**config.mk**
```make
export PLATFORM = sky130hd
export DESIGN_NAME = ebi_ctrl
export DESIGN_NICKNAME = d
export VERILOG_FILES = /design/src/rtl/ebi_pkg.sv /design/src/rtl/ebi_seq.sv /design/src/rtl/ebi_strobe.sv /design/src/rtl/ebi_pinmux.sv /design/src/rtl/ebi_ctrl.sv
export SDC_FILE = /design/constraint.sdc
export NUM_CORES = 1
export LEC_CHECK = 0
export ABC_AREA = 1
export CAP_MARGIN = 20
export CORE_MARGIN = 2
export CORE_UTILIZATION = 40
export DETAILED_ROUTE_END_ITERATION = 10
export DONT_BUFFER_PORTS = 1
export PLACE_DENSITY = 0.65
export SLEW_MARGIN = 40
export SYNTH_ARGS = -nofsm -noshare
export SYNTH_HDL_FRONTEND = slang
export SYNTH_SLANG_ARGS = --single-unit
```
**constraint.sdc**
```tcl
create_clock -name clk_i -period 2.4 [get_ports clk_i]
set_input_delay 0.48 -clock clk_i [delete_from_list [all_inputs] [get_ports clk_i]]
set_output_delay 0.48 -clock clk_i [all_outputs]
set_load 0.005 [all_outputs]
```
**src/rtl/ebi_pkg.sv**
```systemverilog
package ebi_pkg;
  typedef enum logic [1:0] {
    ST_IDLE  = 2'd0,
    ST_ADDR  = 2'd1,
    ST_STRB  = 2'd2,
    ST_RECOV = 2'd3
  } ebi_state_e;

  typedef struct packed {
    logic mux;
    logic wide;
    logic lowwr;
  } ebi_cfg_t;
endpackage

```
**src/rtl/ebi_seq.sv**
```systemverilog
module ebi_seq
  import ebi_pkg::*;
#(
  parameter int PORT_W   = 16,
  parameter int STRB_CYC = 2
) (
  input  logic              clk_i,
  input  logic              rst_ni,
  input  ebi_cfg_t          cfg_i,
  input  logic              req_i,
  input  logic              req_we_i,
  input  logic [PORT_W-1:0] req_addr_i,
  input  logic [PORT_W-1:0] req_wdata_i,
  input  logic [1:0]        req_be_i,
  input  logic [PORT_W-1:0] p0_i,
  output ebi_state_e        st_o,
  output ebi_cfg_t          cfg_q_o,
  output logic              we_q_o,
  output logic [PORT_W-1:0] addr_q_o,
  output logic [PORT_W-1:0] wdata_q_o,
  output logic [1:0]        be_q_o,
  output logic [PORT_W-1:0] rdata_o,
  output logic              done_o
);
  localparam int BYTE_W = PORT_W / 2;
  localparam int CNT_W  = (STRB_CYC > 1) ? $clog2(STRB_CYC) : 1;
  localparam logic [CNT_W-1:0] CNT_LAST = CNT_W'(STRB_CYC - 1);

  ebi_state_e       st_q;
  logic [CNT_W-1:0] cnt_q;
  logic             accept;
  logic             strb_last;

  assign accept    = (st_q == ST_IDLE) && req_i;
  assign strb_last = (st_q == ST_STRB) && (cnt_q == CNT_LAST);

  always_ff @(posedge clk_i or negedge rst_ni) begin
    if (!rst_ni) begin
      st_q  <= ST_IDLE;
      cnt_q <= '0;
    end else begin
      unique case (st_q)
        ST_IDLE: if (req_i) begin
          st_q  <= cfg_i.mux ? ST_ADDR : ST_STRB;
          cnt_q <= '0;
        end
        ST_ADDR: begin
          st_q  <= ST_STRB;
          cnt_q <= '0;
        end
        ST_STRB: begin
          if (strb_last) st_q <= ST_RECOV;
          else           cnt_q <= cnt_q + 1'b1;
        end
        default: st_q <= ST_IDLE;
      endcase
    end
  end

  // configuration tracks inputs only while idle
  always_ff @(posedge clk_i or negedge rst_ni) begin
    if (!rst_ni) cfg_q_o <= '{mux: 1'b0, wide: 1'b1, lowwr: 1'b0};
    else if (st_q == ST_IDLE) cfg_q_o <= cfg_i;
  end

  always_ff @(posedge clk_i or negedge rst_ni) begin
    if (!rst_ni) begin
      we_q_o    <= 1'b0;
      addr_q_o  <= '0;
      wdata_q_o <= '0;
      be_q_o    <= '0;
    end else if (accept) begin
      we_q_o    <= req_we_i;
      addr_q_o  <= req_addr_i;
      wdata_q_o <= req_wdata_i;
      be_q_o    <= req_be_i;
    end
  end

  always_ff @(posedge clk_i or negedge rst_ni) begin
    if (!rst_ni) rdata_o <= '0;
    else if (strb_last && !we_q_o)
      rdata_o <= cfg_q_o.wide ? p0_i : {p0_i[BYTE_W-1:0], p0_i[BYTE_W-1:0]};
  end

  always_ff @(posedge clk_i or negedge rst_ni) begin
    if (!rst_ni) done_o <= 1'b0;
    else         done_o <= (st_q == ST_RECOV);
  end

  assign st_o = st_q;
endmodule

```
**src/rtl/ebi_strobe.sv**
```systemverilog
module ebi_strobe
  import ebi_pkg::*;
(
  input  ebi_state_e st_i,
  input  logic       wide_i,
  input  logic       lowwr_i,
  input  logic       we_i,
  input  logic       be0_i,
  output logic       rd_n_o,
  output logic       wr_n_o,
  output logic       ale_o
);
  logic wr_allow;

  // low-byte strobe only gates on a 16-bit path
  assign wr_allow = !(lowwr_i && wide_i) || be0_i;
  assign rd_n_o   = !((st_i == ST_STRB) && !we_i);
  assign wr_n_o   = !((st_i == ST_STRB) && we_i && wr_allow);
  assign ale_o    = (st_i == ST_ADDR);
endmodule

```
**src/rtl/ebi_pinmux.sv**
```systemverilog
module ebi_pinmux
  import ebi_pkg::*;
#(
  parameter int PORT_W = 16
) (
  input  ebi_state_e        st_i,
  input  logic              mux_i,
  input  logic              wide_i,
  input  logic              we_i,
  input  logic [PORT_W-1:0] addr_i,
  input  logic [PORT_W-1:0] wdata_i,
  input  logic [1:0]        be_i,
  input  logic [PORT_W-1:0] p0_dir_i,
  input  logic [PORT_W-1:0] p0_gpo_i,
  input  logic [PORT_W-1:0] p1_dir_i,
  input  logic [PORT_W-1:0] p1_gpo_i,
  output logic [PORT_W-1:0] p0_o,
  output logic [PORT_W-1:0] p0_oe_o,
  output logic [PORT_W-1:0] p1_o,
  output logic [PORT_W-1:0] p1_oe_o
);
  localparam int BYTE_W = PORT_W / 2;

  logic              addr_ph, data_ph;
  logic [PORT_W-1:0] lanes, own0, own1;
  logic [PORT_W-1:0] bo0, boe0, bo1, boe1;
  logic [BYTE_W-1:0] wbyte;

  always_comb begin
    addr_ph = (st_i == ST_ADDR);
    data_ph = (st_i == ST_STRB) || (st_i == ST_RECOV);
    lanes   = wide_i ? {PORT_W{1'b1}} : {{BYTE_W{1'b0}}, {BYTE_W{1'b1}}};
    own0    = mux_i ? {PORT_W{1'b1}} : lanes;
    own1    = {PORT_W{!mux_i}};
    wbyte   = (be_i == 2'b10) ? wdata_i[PORT_W-1:BYTE_W] : wdata_i[BYTE_W-1:0];
    bo0     = '0;
    boe0    = '0;
    if (addr_ph) begin
      bo0  = addr_i;
      boe0 = '1;
    end else if (data_ph) begin
      bo0  = wide_i ? wdata_i : {addr_i[PORT_W-1:BYTE_W], wbyte};
      boe0 = we_i ? lanes : '0;
      // narrow multiplexed: upper half keeps the address
      if (mux_i && !wide_i) boe0[PORT_W-1:BYTE_W] = '1;
    end
    bo1  = addr_i;
    boe1 = {PORT_W{data_ph}};
  end

  for (genvar i = 0; i < PORT_W; i++) begin : g_bit
    assign p0_o[i]    = own0[i] ? bo0[i]  : p0_gpo_i[i];
    assign p0_oe_o[i] = own0[i] ? boe0[i] : p0_dir_i[i];
    assign p1_o[i]    = own1[i] ? bo1[i]  : p1_gpo_i[i];
    assign p1_oe_o[i] = own1[i] ? boe1[i] : p1_dir_i[i];
  end
endmodule

```
**src/rtl/ebi_ctrl.sv**
```systemverilog
module ebi_ctrl
  import ebi_pkg::*;
#(
  parameter int PORT_W   = 16,
  parameter int STRB_CYC = 2
) (
  input  logic              clk_i,
  input  logic              rst_ni,
  input  logic              cfg_mux_i,
  input  logic              cfg_wide_i,
  input  logic              cfg_lowwr_i,
  input  logic              req_i,
  input  logic              req_we_i,
  input  logic [PORT_W-1:0] req_addr_i,
  input  logic [PORT_W-1:0] req_wdata_i,
  input  logic [1:0]        req_be_i,
  output logic              busy_o,
  output logic              done_o,
  output logic [PORT_W-1:0] rdata_o,
  input  logic [PORT_W-1:0] p0_i,
  output logic [PORT_W-1:0] p0_o,
  output logic [PORT_W-1:0] p0_oe_o,
  input  logic [PORT_W-1:0] p0_dir_i,
  input  logic [PORT_W-1:0] p0_gpo_i,
  output logic [PORT_W-1:0] p1_o,
  output logic [PORT_W-1:0] p1_oe_o,
  input  logic [PORT_W-1:0] p1_dir_i,
  input  logic [PORT_W-1:0] p1_gpo_i,
  output logic              rd_n_o,
  output logic              wr_n_o,
  output logic              ale_o
);
  ebi_state_e        st;
  ebi_cfg_t          cfg_in, cfg_q;
  logic              we_q;
  logic [PORT_W-1:0] addr_q, wdata_q;
  logic [1:0]        be_q;
  logic              mux_q, wide_q, lowwr_q, be0_q;

  assign cfg_in  = '{mux: cfg_mux_i, wide: cfg_wide_i, lowwr: cfg_lowwr_i};
  assign mux_q   = cfg_q.mux;
  assign wide_q  = cfg_q.wide;
  assign lowwr_q = cfg_q.lowwr;
  assign be0_q   = be_q[0];
  assign busy_o  = (st != ST_IDLE);

  ebi_seq #(.PORT_W(PORT_W), .STRB_CYC(STRB_CYC)) u_seq (
    .clk_i       (clk_i),
    .rst_ni      (rst_ni),
    .cfg_i       (cfg_in),
    .req_i       (req_i),
    .req_we_i    (req_we_i),
    .req_addr_i  (req_addr_i),
    .req_wdata_i (req_wdata_i),
    .req_be_i    (req_be_i),
    .p0_i        (p0_i),
    .st_o        (st),
    .cfg_q_o     (cfg_q),
    .we_q_o      (we_q),
    .addr_q_o    (addr_q),
    .wdata_q_o   (wdata_q),
    .be_q_o      (be_q),
    .rdata_o     (rdata_o),
    .done_o      (done_o)
  );

  ebi_strobe u_strobe (
    .st_i    (st),
    .wide_i  (wide_q),
    .lowwr_i (lowwr_q),
    .we_i    (we_q),
    .be0_i   (be0_q),
    .rd_n_o  (rd_n_o),
    .wr_n_o  (wr_n_o),
    .ale_o   (ale_o)
  );

  ebi_pinmux #(.PORT_W(PORT_W)) u_pinmux (
    .st_i     (st),
    .mux_i    (mux_q),
    .wide_i   (wide_q),
    .we_i     (we_q),
    .addr_i   (addr_q),
    .wdata_i  (wdata_q),
    .be_i     (be_q),
    .p0_dir_i (p0_dir_i),
    .p0_gpo_i (p0_gpo_i),
    .p1_dir_i (p1_dir_i),
    .p1_gpo_i (p1_gpo_i),
    .p0_o     (p0_o),
    .p0_oe_o  (p0_oe_o),
    .p1_o     (p1_o),
    .p1_oe_o  (p1_oe_o)
  );
endmodule

```
Word level (Yosys, flattened, before mapping)

Cells that the tools add are included.
W data, S select, Z words.

Add/sub/neg operators: 1
Equal/unequal tests: 7
Multiplexer cells: 82
Reductions and logical operators: 20

Operator list:

| operator              | number |
|---|---|
| $mux W16              | 9 |
| $mux W1               | 66 |
| $mux W8               | 2 |
| $logic_and A1 B1 Y1   | 8 |
| $eq A2 B2 Y1 const B  | 3 |
| $mux W2               | 3 |
| $ne A2 B2 Y1 const B  | 3 |
| $pmux W2 S3           | 1 |
| $logic_not A1 Y1      | 5 |
| $pmux W1 S3           | 1 |
| $reduce_and A3 Y1     | 1 |
| $reduce_bool A3 Y1    | 1 |
| $eq A2 B1 Y1 const B  | 1 |
| $logic_not A2 Y1      | 1 |
| $logic_or A1 B1 Y1    | 2 |
| $reduce_and A2 Y1     | 1 |
| $reduce_bool A2 Y1    | 1 |
| $add A1 B1 Y1 const B | 1 |

Flip-flop bits (word level): 58
Input bits: 121

Depth between registers and ports, before layout

Gate-level depths: netlist of the first run.

Depth after elaboration: 6
Depth in mapped cells: 10
Gate-level depth less buffers: 9

Cells and area by module

Synthesis of the first run repeated with hierarchy kept, for this count alone.

Cell total of the unflattened synthesis: 527
Area, all modules: 3677.3 um2

By module, submodules not included:

| module     | instances | cells each | area an instance (um2) |
|---|---|---|---|
| ebi_seq    | 1         | 280        | 2557.5 |
| ebi_pinmux | 1         | 236        | 1073.5 |
| ebi_strobe | 1         | 8          | 35.0 |
| ebi_ctrl   | 1         | 3          | 11.3 |

Least setup slack after synthesis of the first run

Ideal clock, no wire load.

Kind: reg-to-output
From: register u_seq.st_q[0], in the netlist u_seq.st_o[0]
To: output p0_oe_o[10]
Arrival: 1484 ps
Data required time: 1920 ps
Path slack: 436 ps
Stages on the path, launching flop included: 5
Cells stage by stage: dfrtp_1 -> inv_1 -> o21ai_0 -> o21ai_1 -> nand2_1

Longest elaborated chain between the ends: 5
Elaborated cells on any way between the ends: 7

Ends and longest elaborated chain:

| what                     | line             | RTL |
|---|---|---|
| start: declaration       | ebi_seq.sv:29    | `ebi_state_e st_q;` |
| start signal: assignment | ebi_seq.sv:44    | `st_q <= cfg_i.mux ? ST_ADDR : ST_STRB;` |
| $eq A2 B2 Y1             | ebi_pinmux.sv:31 | `data_ph = (st_i == ST_STRB) \|\| (st_i == ST_RECOV);` |
| $logic_or A1 B1 Y1       | ebi_pinmux.sv:31 |  |
| $mux W16                 | ebi_pinmux.sv:41 | `end else if (data_ph) begin` |
| $mux W16 *               | ebi_pinmux.sv:38 | `if (addr_ph) begin` |
| $mux W1 *                | ebi_pinmux.sv:53 | `assign p0_oe_o[i] = own0[i] ? boe0[i] : p0_dir_i[i];` |
| end: declaration         | ebi_ctrl.sv:22   | `output logic [PORT_W-1:0] p0_oe_o,` |

Mark *: on every way between the ends. The rest lies on a longest branch, timed or not.

Worst setup path in the final report of the first run

From: register u_seq.st_q[0], in the netlist u_seq.st_o[0]
To: output p0_o[5]

Longest elaborated chain between the ends: 5
Elaborated cells on any way between the ends: 7

Ends and longest elaborated chain:

| what               | line             | RTL |
|---|---|---|
| $eq A2 B2 Y1       | ebi_pinmux.sv:31 |  |
| $logic_or A1 B1 Y1 | ebi_pinmux.sv:31 |  |
| $mux W16           | ebi_pinmux.sv:41 |  |
| $mux W16 *         | ebi_pinmux.sv:38 |  |
| $mux W1 *          | ebi_pinmux.sv:52 | `assign p0_o[i] = own0[i] ? bo0[i] : p0_gpo_i[i];` |
| end: declaration   | ebi_ctrl.sv:21   | `output logic [PORT_W-1:0] p0_o,` |

Marks and branches as above.

==> results.ini, run 1 <==
[status]
status = finished with violations
violations = hold timing

[synth]
async_flop_share_pct = 100.0
synth_cells = 486
synth_area_um2 = 3357
synth.avg_cell_area_um2 = 6.907
synth_top_cell_by_area = dfrtp_1
yosysMostFrequentCell = nand2_1
synthTopCellsByCount = nand2_1, dfrtp_1, nand3_1
yosys_warnings = 0
ys_types = 24
synth_area_leaders = dfrtp_1, nand2_1, nand3_1, inv_1, a21oi_1
synth_top_area_share_pct = 42.49
synth-main-ff-cell = dfrtp_1
synth_edf_count = 0
ys_seq_elements = 58
seq_area_frac_synth_pct = 43.27
synth_nets = 612

[timing]
period_share_pct = 94.79
slew_headroom_pct = 65.21
fmax_mhz = 439.6
final.setup.tns_ns = 0
hold_violations = 2
setup_viol = 0
period_needed_ns = 2.275
skew_ns = 0.003547
whs_ns = -0.0003570
rsz0062_at_grt = false
timing.final.max_slew_violations = 0
tightest_slew_ns = 0.5184

[placed_design]
post-place-cells = 567
gp_congestion = 0.8178
dp_hpwl_um = 6893
io_buffers = 0

[die]
die_h_um = 95.61
die-area_um2 = 9141
die_x_um = 95.61
rows = 33
coreArea_um2 = 8175
ioPinCount = 206
initial_utilization_pct = 41.06

[pwr]
leakage_uw = 0.002017
power_density_nw_per_um2 = 1471
ir_drop_mv = 0.4443

[final_layout]
area_delta_synth_final_pct = 7.641
final_cell_count_no_fill = 583
nets = 600
n_antenna_cell = 0
drive_above_1_share_pct = 9.414

[cts]
cts_buffer_depth = 2
cts_setup_buffers = 0
cts_buffers = 9
clock_latency_ns = 0.34
clk_pin_slew_ns = 0.06
cts_tree = yes
cts.sinks = 58
htreeDepth = 3
cts_root_buf = clkbuf_8

[critical_path]
path_max_fanout = 8
worstPathRequired_ns = 1.92
cp-end-kind = output pin
cp-start-kind = flop
critPathSlowestCell = dfrtp_1
worstPathCellList = inv_1, ha_2, nor2_2, nor2_4, nand3_1, nand2_1
max_stage_delay_ns = 0.43
arrival_ns = 1.79
path_class = reg2out

[global_routing]
antenna_found_initial = 0
grt_max_degree = 59
busiest_layer = met2
grtUsageMet1_pct = 24.88
met3_usage_pct = 5.296
met2_usage_pct = 30.83
grt_overflow_total = 0
grt_pass1_wl_um = 13240
grt_use_total_pct = 19.56
grt_pass1_vias = 2620

[drt]
num_vias = 2981
ant_nets = 0
drc = 0
post_drt_wl_per_cell_um = 15.42
firstDrtPassIters = 4
drt_iter0_drc = 176
drt_wl_total_um = 8992
routed_via_density = 5.113

[min_path]
min_path_type = in2async

[run]
max_cap_viol_count = 0

-- worst max-delay path, delay by kind of cell (launching register included) --
| family | cells | cell delay [ns] |
|---|---|---|
| buffers and inverters | 1 | 0.14 |
| adder cells (fa/ha/maj) | 1 | 0.30 |
| flip-flops | 1 | 0.43 |
| AND/OR/NAND/NOR | 4 | 0.58 |
-- registers in the layout, indices dropped and copies added, names as in the netlist --
| signal | flops |
|---|---|
| u_seq.wdata_q_o | 16 |
| u_seq.st_o | 2 |
| u_seq.cnt_q | 1 |
| u_seq.be_q_o | 2 |
| u_seq.done_o | 1 |
| u_seq.addr_q_o | 16 |
| u_seq.cfg_q_o | 3 |
| u_seq.rdata_o | 16 |
| u_seq.we_q_o | 1 |
-- final timing paths --
kind,cells past startpoint,from,slack [ns],endpoint
worst max-delay path,6,u_seq.st_o[0]$_DFFE_PN0P_,0.13,p0_o[5]
worst min-delay path,1,rst_ni,-0.0004,u_seq.rdata_o[3]$_DFFE_PN0P_
worst max register to register,7,u_seq.st_o[0]$_DFFE_PN0P_,0.69,u_seq.rdata_o[0]$_DFFE_PN0P_
worst min register to register,2,u_seq.cfg_q_o[0]$_DFFE_PN0N_,0.48,u_seq.cfg_q_o[0]$_DFFE_PN0N_
max in group asynchronous,1,rst_ni,2.10,u_seq.cfg_q_o[1]$_DFFE_PN1N_
min in group clk_i,2,cfg_wide_i,0.26,u_seq.cfg_q_o[1]$_DFFE_PN1N_
-- stage by stage --
step	worst slack, ns	total power [uW]	util, %	cell area, um^2	hold WS, ns
4_1_cts	0.03953	5306	43.79	3580	0.007706
6_report	0.1250	5315	44.20	3613	-0.0003570
5_1_grt	0.01506	5913	44.20	3613	0.01624
2_1_floorplan	0.4356	3948	-	3357	0.1844
3_5_place_dp	0.3070	4475	41.31	3377	0.1854
3_3_place_gp	0.3536	4412	41.31	3377	0.1853
-- kinds of logic (layout without fill, tap and decap cells) --
kind of cell / after synthesis / after routing / share of synthesized area [%]
flops: 58 / 58 / 43.27
buf+inv: 68 / 60 / 9.355
simple gates: 307 / 307 / 36.79
fa+ha+maj: 5 / 5 / 1.864
compound gates: 48 / 48 / 8.722
-- per-layer routing --
layer	up-vias	wire length, um
li1	1481	-
met1	1382	3736
met2	106	4452
met3	12	605
met4	0	198
met5	-	0
-- power by group --
group	switching, uW	internal (uW)	total [uW]	leakage [uW]
clock	362	419	781	0.0000920
combinational	1900	827	2730	0.00124
sequential	340	1470	1810	0.000683
-- layout by cell type, fill, tap and decap left out, types with 3 or more instances in the layout --
cell type  synthesis  layout
a21oi_1           16      16
buf_4              9       5
clkbuf_8           0      11
clkinv_2           0       3
dfrtp_1           57      56
ha_1               5       3
inv_1             33      33
inv_2              5       4
nand2_1          243     241
nand2_2            2       3
nand3_1           38      38
nand3b_1           3       3
nor2_1            19      18
o211ai_1           8       8
o21ai_0           11       9
o21ai_1            4       6
o21ai_2            7       6
-- cell type report --
type | count | area, um^2
clock buffer | 12 | 155.1
timing repair buffer | 7 | 85.08
inverter | 38 | 145.1
tap | 105 | 131.4
multi-input combinational | 360 | 1628
clock inverter | 3 | 15.01
sequential | 58 | 1454
fill | 849 | 4562
-- timing repair --
item                       in CTS  in global routing
hold buffers                    1                  0
hold endpoints to repair       58                  0
setup endpoints to repair      12                 34
resized for setup               2                 10
pin swaps                       0                  0
No activity file was read; power rests on OpenSTA's default activity.
==> run 2: changes to the inputs <==
- PLACE_DENSITY: 0.65 -> default
- PLACE_DENSITY_LB_ADDON: default -> 0.25
==> run 2 against run 1 <==
Compared with the run above: the flow now finishes without violations; cell count did not move; combinational power barely moved; critical path depth did not move; highest routed layer unchanged.
==> results.ini, run 2 (synthesis gave the netlist of run 1 again) <==
[drt]
ant_nets = 0  ; unchanged
firstDrtPassIters = 4  ; unchanged
drt_wl_total_um = 9220  ; was 8992 um
num_vias = 2979  ; was 2981
routed_via_density = 5.110  ; was 5.113
post_drt_wl_per_cell_um = 15.81  ; was 15.42 um
drt_iter0_drc = 204  ; was 176
drc = 0  ; unchanged

[cts]
htreeDepth = 3  ; unchanged
cts_tree = yes  ; unchanged
clock_latency_ns = 0.33  ; was 0.34 ns
cts.sinks = 58  ; unchanged
cts_root_buf = clkbuf_8  ; unchanged
clk_pin_slew_ns = 0.07  ; was 0.06 ns
cts_setup_buffers = 0  ; unchanged
cts_buffer_depth = 2  ; unchanged
cts_buffers = 9  ; unchanged

[critical_path]
worstPathRequired_ns = 1.92  ; about the same
crit_buf_inv = 1  ; unchanged
worstPathCellList = inv_1, ha_2, nor2_4, nor2_4, nand3_1, nand2_1  ; was inv_1, ha_2, nor2_2, nor2_4, nand3_1, nand2_1
critPathSlowestCell = dfrtp_1  ; unchanged
cp_common_cell = nor2_4
r2r-start = u_seq.st_o[1]$_DFFE_PN0P_  ; was u_seq.st_o[0]$_DFFE_PN0P_
cp-end-kind = output pin  ; unchanged
r2r-end = u_seq.st_o[1]$_DFFE_PN0P_  ; was u_seq.rdata_o[0]$_DFFE_PN0P_
path_max_fanout = 8  ; unchanged
worstSetupPathDepth = 6  ; unchanged
path_class = reg2out  ; unchanged
rrSetupSlack_ns = 0.62  ; was 0.69 ns
max_stage_delay_ns = 0.45  ; was 0.43 ns
reg2reg_depth = 7  ; unchanged
cp-start-kind = flop  ; unchanged
critical_path.top_delay_family = simple AND/OR/NAND/NOR gates  ; unchanged
arrival_ns = 1.77  ; was 1.79 ns

[status]
status = finished, final reports clean  ; was finished with violations

[pwr]
combPwrFrac_pct = 50.9  ; was 51.3%
power.share.switching_pct = 49.27  ; was 48.95%
seqPwrFrac_pct = 34.1  ; was 34.0%
leakage_uw = 0.002001  ; was 0.002017 uW
power_density_nw_per_um2 = 1481  ; was 1471 nW/um^2
p_clk_share_pct = 14.9  ; was 14.7%
ir_drop_mv = 0.4409  ; was 0.4443 mV
p_sw_uw = 2626  ; was 2602 uW
p_int_uw = 2704  ; was 2713 uW
finalPower_uw = 5330  ; was 5315 uW

[global_routing]
met3_usage_pct = 6.245  ; was 5.296%
grt_use_total_pct = 20.37  ; was 19.56%
antenna_found_initial = 0  ; unchanged
grt_pass1_wl_um = 14020  ; was 13240 um
busiest_layer = met2  ; unchanged
grt_pass1_vias = 2724  ; was 2620
grt_overflow_total = 0  ; unchanged
grt_max_degree = 59  ; unchanged
met2_usage_pct = 31.47  ; was 30.83%
grtUsageMet1_pct = 27.17  ; was 24.88%

[timing]
timing.final.max_slew_violations = 0  ; unchanged
setup_viol = 0  ; unchanged
tightest_slew_ns = 0.5995  ; was 0.5184 ns
skew_ns = 0.008661  ; was 0.003547 ns
hold_violations = 0  ; was 2
whs_ns = 0.009638  ; was -0.0003570 ns
slew_headroom_pct = 59.77  ; was 65.21%
period_share_pct = 93.69  ; was 94.79%
period_needed_ns = 2.249  ; was 2.275 ns
rsz0062_at_grt = false  ; unchanged
final.setup.tns_ns = 0  ; unchanged
fmax_mhz = 444.7  ; was 439.6 MHz

[final_layout]
reg.largest.list = u_seq.addr_q_o: 16 flops, u_seq.rdata_o: 16 flops, u_seq.wdata_q_o: 16 flops  ; unchanged
drive_above_1_share_pct = 8.577  ; was 9.414%
design_area_um2 = 3598  ; was 3613 um^2
register_area_um2 = 1454  ; unchanged
area_delta_synth_final_pct = 7.193  ; was 7.641%
multiInputGateArea_um2 = 1633  ; was 1628 um^2
final_cell_mix = nand2_1, dfrtp_1, nand3_1, inv_1, nor2_1  ; unchanged
nets = 599  ; was 600
n_antenna_cell = 0  ; unchanged
final_common_cell = nand2_1  ; unchanged
postLayoutCoreUtil_pct = 44.02  ; was 44.20%
fillCellCount = 853  ; was 849

[placed_design]
placed_cell_area_um2 = 3357  ; was 3377 um^2
gp_congestion = 0.7658  ; was 0.8178
dp_hpwl_um = 6885  ; was 6893 um
io_buffers = 0  ; unchanged

[die]
ioPinCount = 206  ; unchanged
coreArea_um2 = 8175  ; unchanged
die-area_um2 = 9141  ; unchanged
initial_utilization_pct = 41.06  ; unchanged
rows = 33  ; unchanged
die_h_um = 95.61  ; unchanged
die_x_um = 95.61  ; unchanged

[run]
max_cap_viol_count = 0  ; unchanged

[min_path]
min_path_type = in2async  ; unchanged

-- run 2: cell count changes in the layout (fill, tap and decap cells not counted) --
cell / before / now
o21ai_0: 9 / 10
buf_12: 1 / 0
clkbuf_1: 1 / 5
nor2_2: 1 / 0
nor2_4: 1 / 2
o21ai_1: 6 / 5
clkinv_2: 3 / 0
-- run 2: power groups by stage --
stage,Clock (uW),Combinational (uW),Sequential [uW]
finish,795,2720,1820
floorplan,0,2240,1710
detailed placement,0,2620,1830
global route,864,3230,1880
CTS,823,2670,1810
global placement,0,2580,1810
-- run 2: worst max path at each step --
| stage | startpoint | end | slack [ns] |
|---|---|---|---|
| after global routing | u_seq.st_o[0]$_DFFE_PN0P_ | p0_oe_o[13] | 0.007 |
| after detailed placement | u_seq.st_o[0]$_DFFE_PN0P_ | p0_o[6] | 0.33 |
| after global placement | u_seq.st_o[1]$_DFFE_PN0P_ | p0_o[8] | 0.38 |
| after CTS | u_seq.cfg_q_o[1]$_DFFE_PN1N_ | p0_o[11] | 0.02 |
| after floorplan | u_seq.st_o[0]$_DFFE_PN0P_ | p0_oe_o[10] | 0.44 |
| final | u_seq.st_o[0]$_DFFE_PN0P_ | p0_o[3] | 0.15 |
-- run 2: area by class of cell --
| type | count | area share (%) |
|---|---|---|
| Inverter | 38 | 4.033 |
| Tap cell | 105 | 3.651 |
| Clock buffer | 16 | 4.729 |
| Multi-Input combinational cell | 360 | 45.38 |
| Sequential cell | 58 | 40.40 |
| Timing Repair Buffer | 6 | 1.808 |
-- run 2: metrics by stage --
step,cells,setup slack (ns)
2_1_floorplan,486,0.4356
3_5_place_dp,566,0.3278
3_3_place_gp,566,0.3794
5_1_grt,583,0.007448
4_1_cts,583,0.02237
6_report,583,0.1513
-- run 2: worst register-to-register path, delay by kind of cell (launching register included) --
family                   cells  cell delay [ns]
AND/OR/NAND/NOR              1             0.06
buffers and inverters        3             0.62
adder cells (fa/ha/maj)      1             0.21
AO/OA/AOI/OAI                2             0.35
flip-flops                   1             0.45
-- run 2: layer usage --
| metal | vias up | share of wire (%) |
|---|---|---|
| met5 | - | 0 |
| met2 | 99 | 48 |
| met1 | 1404 | 43 |
| met4 | 0 | 0.43 |
| li1 | 1474 | - |
| met3 | 2 | 8.2 |
-- run 2: what timing repair did --
| item | CTS | global route |
|---|---|---|
| endpoints found under the hold margin | 58 | 0 |
| hold buffers | 1 | 0 |
| resized for setup | 2 | 10 |
| setup endpoints to repair | 15 | 40 |
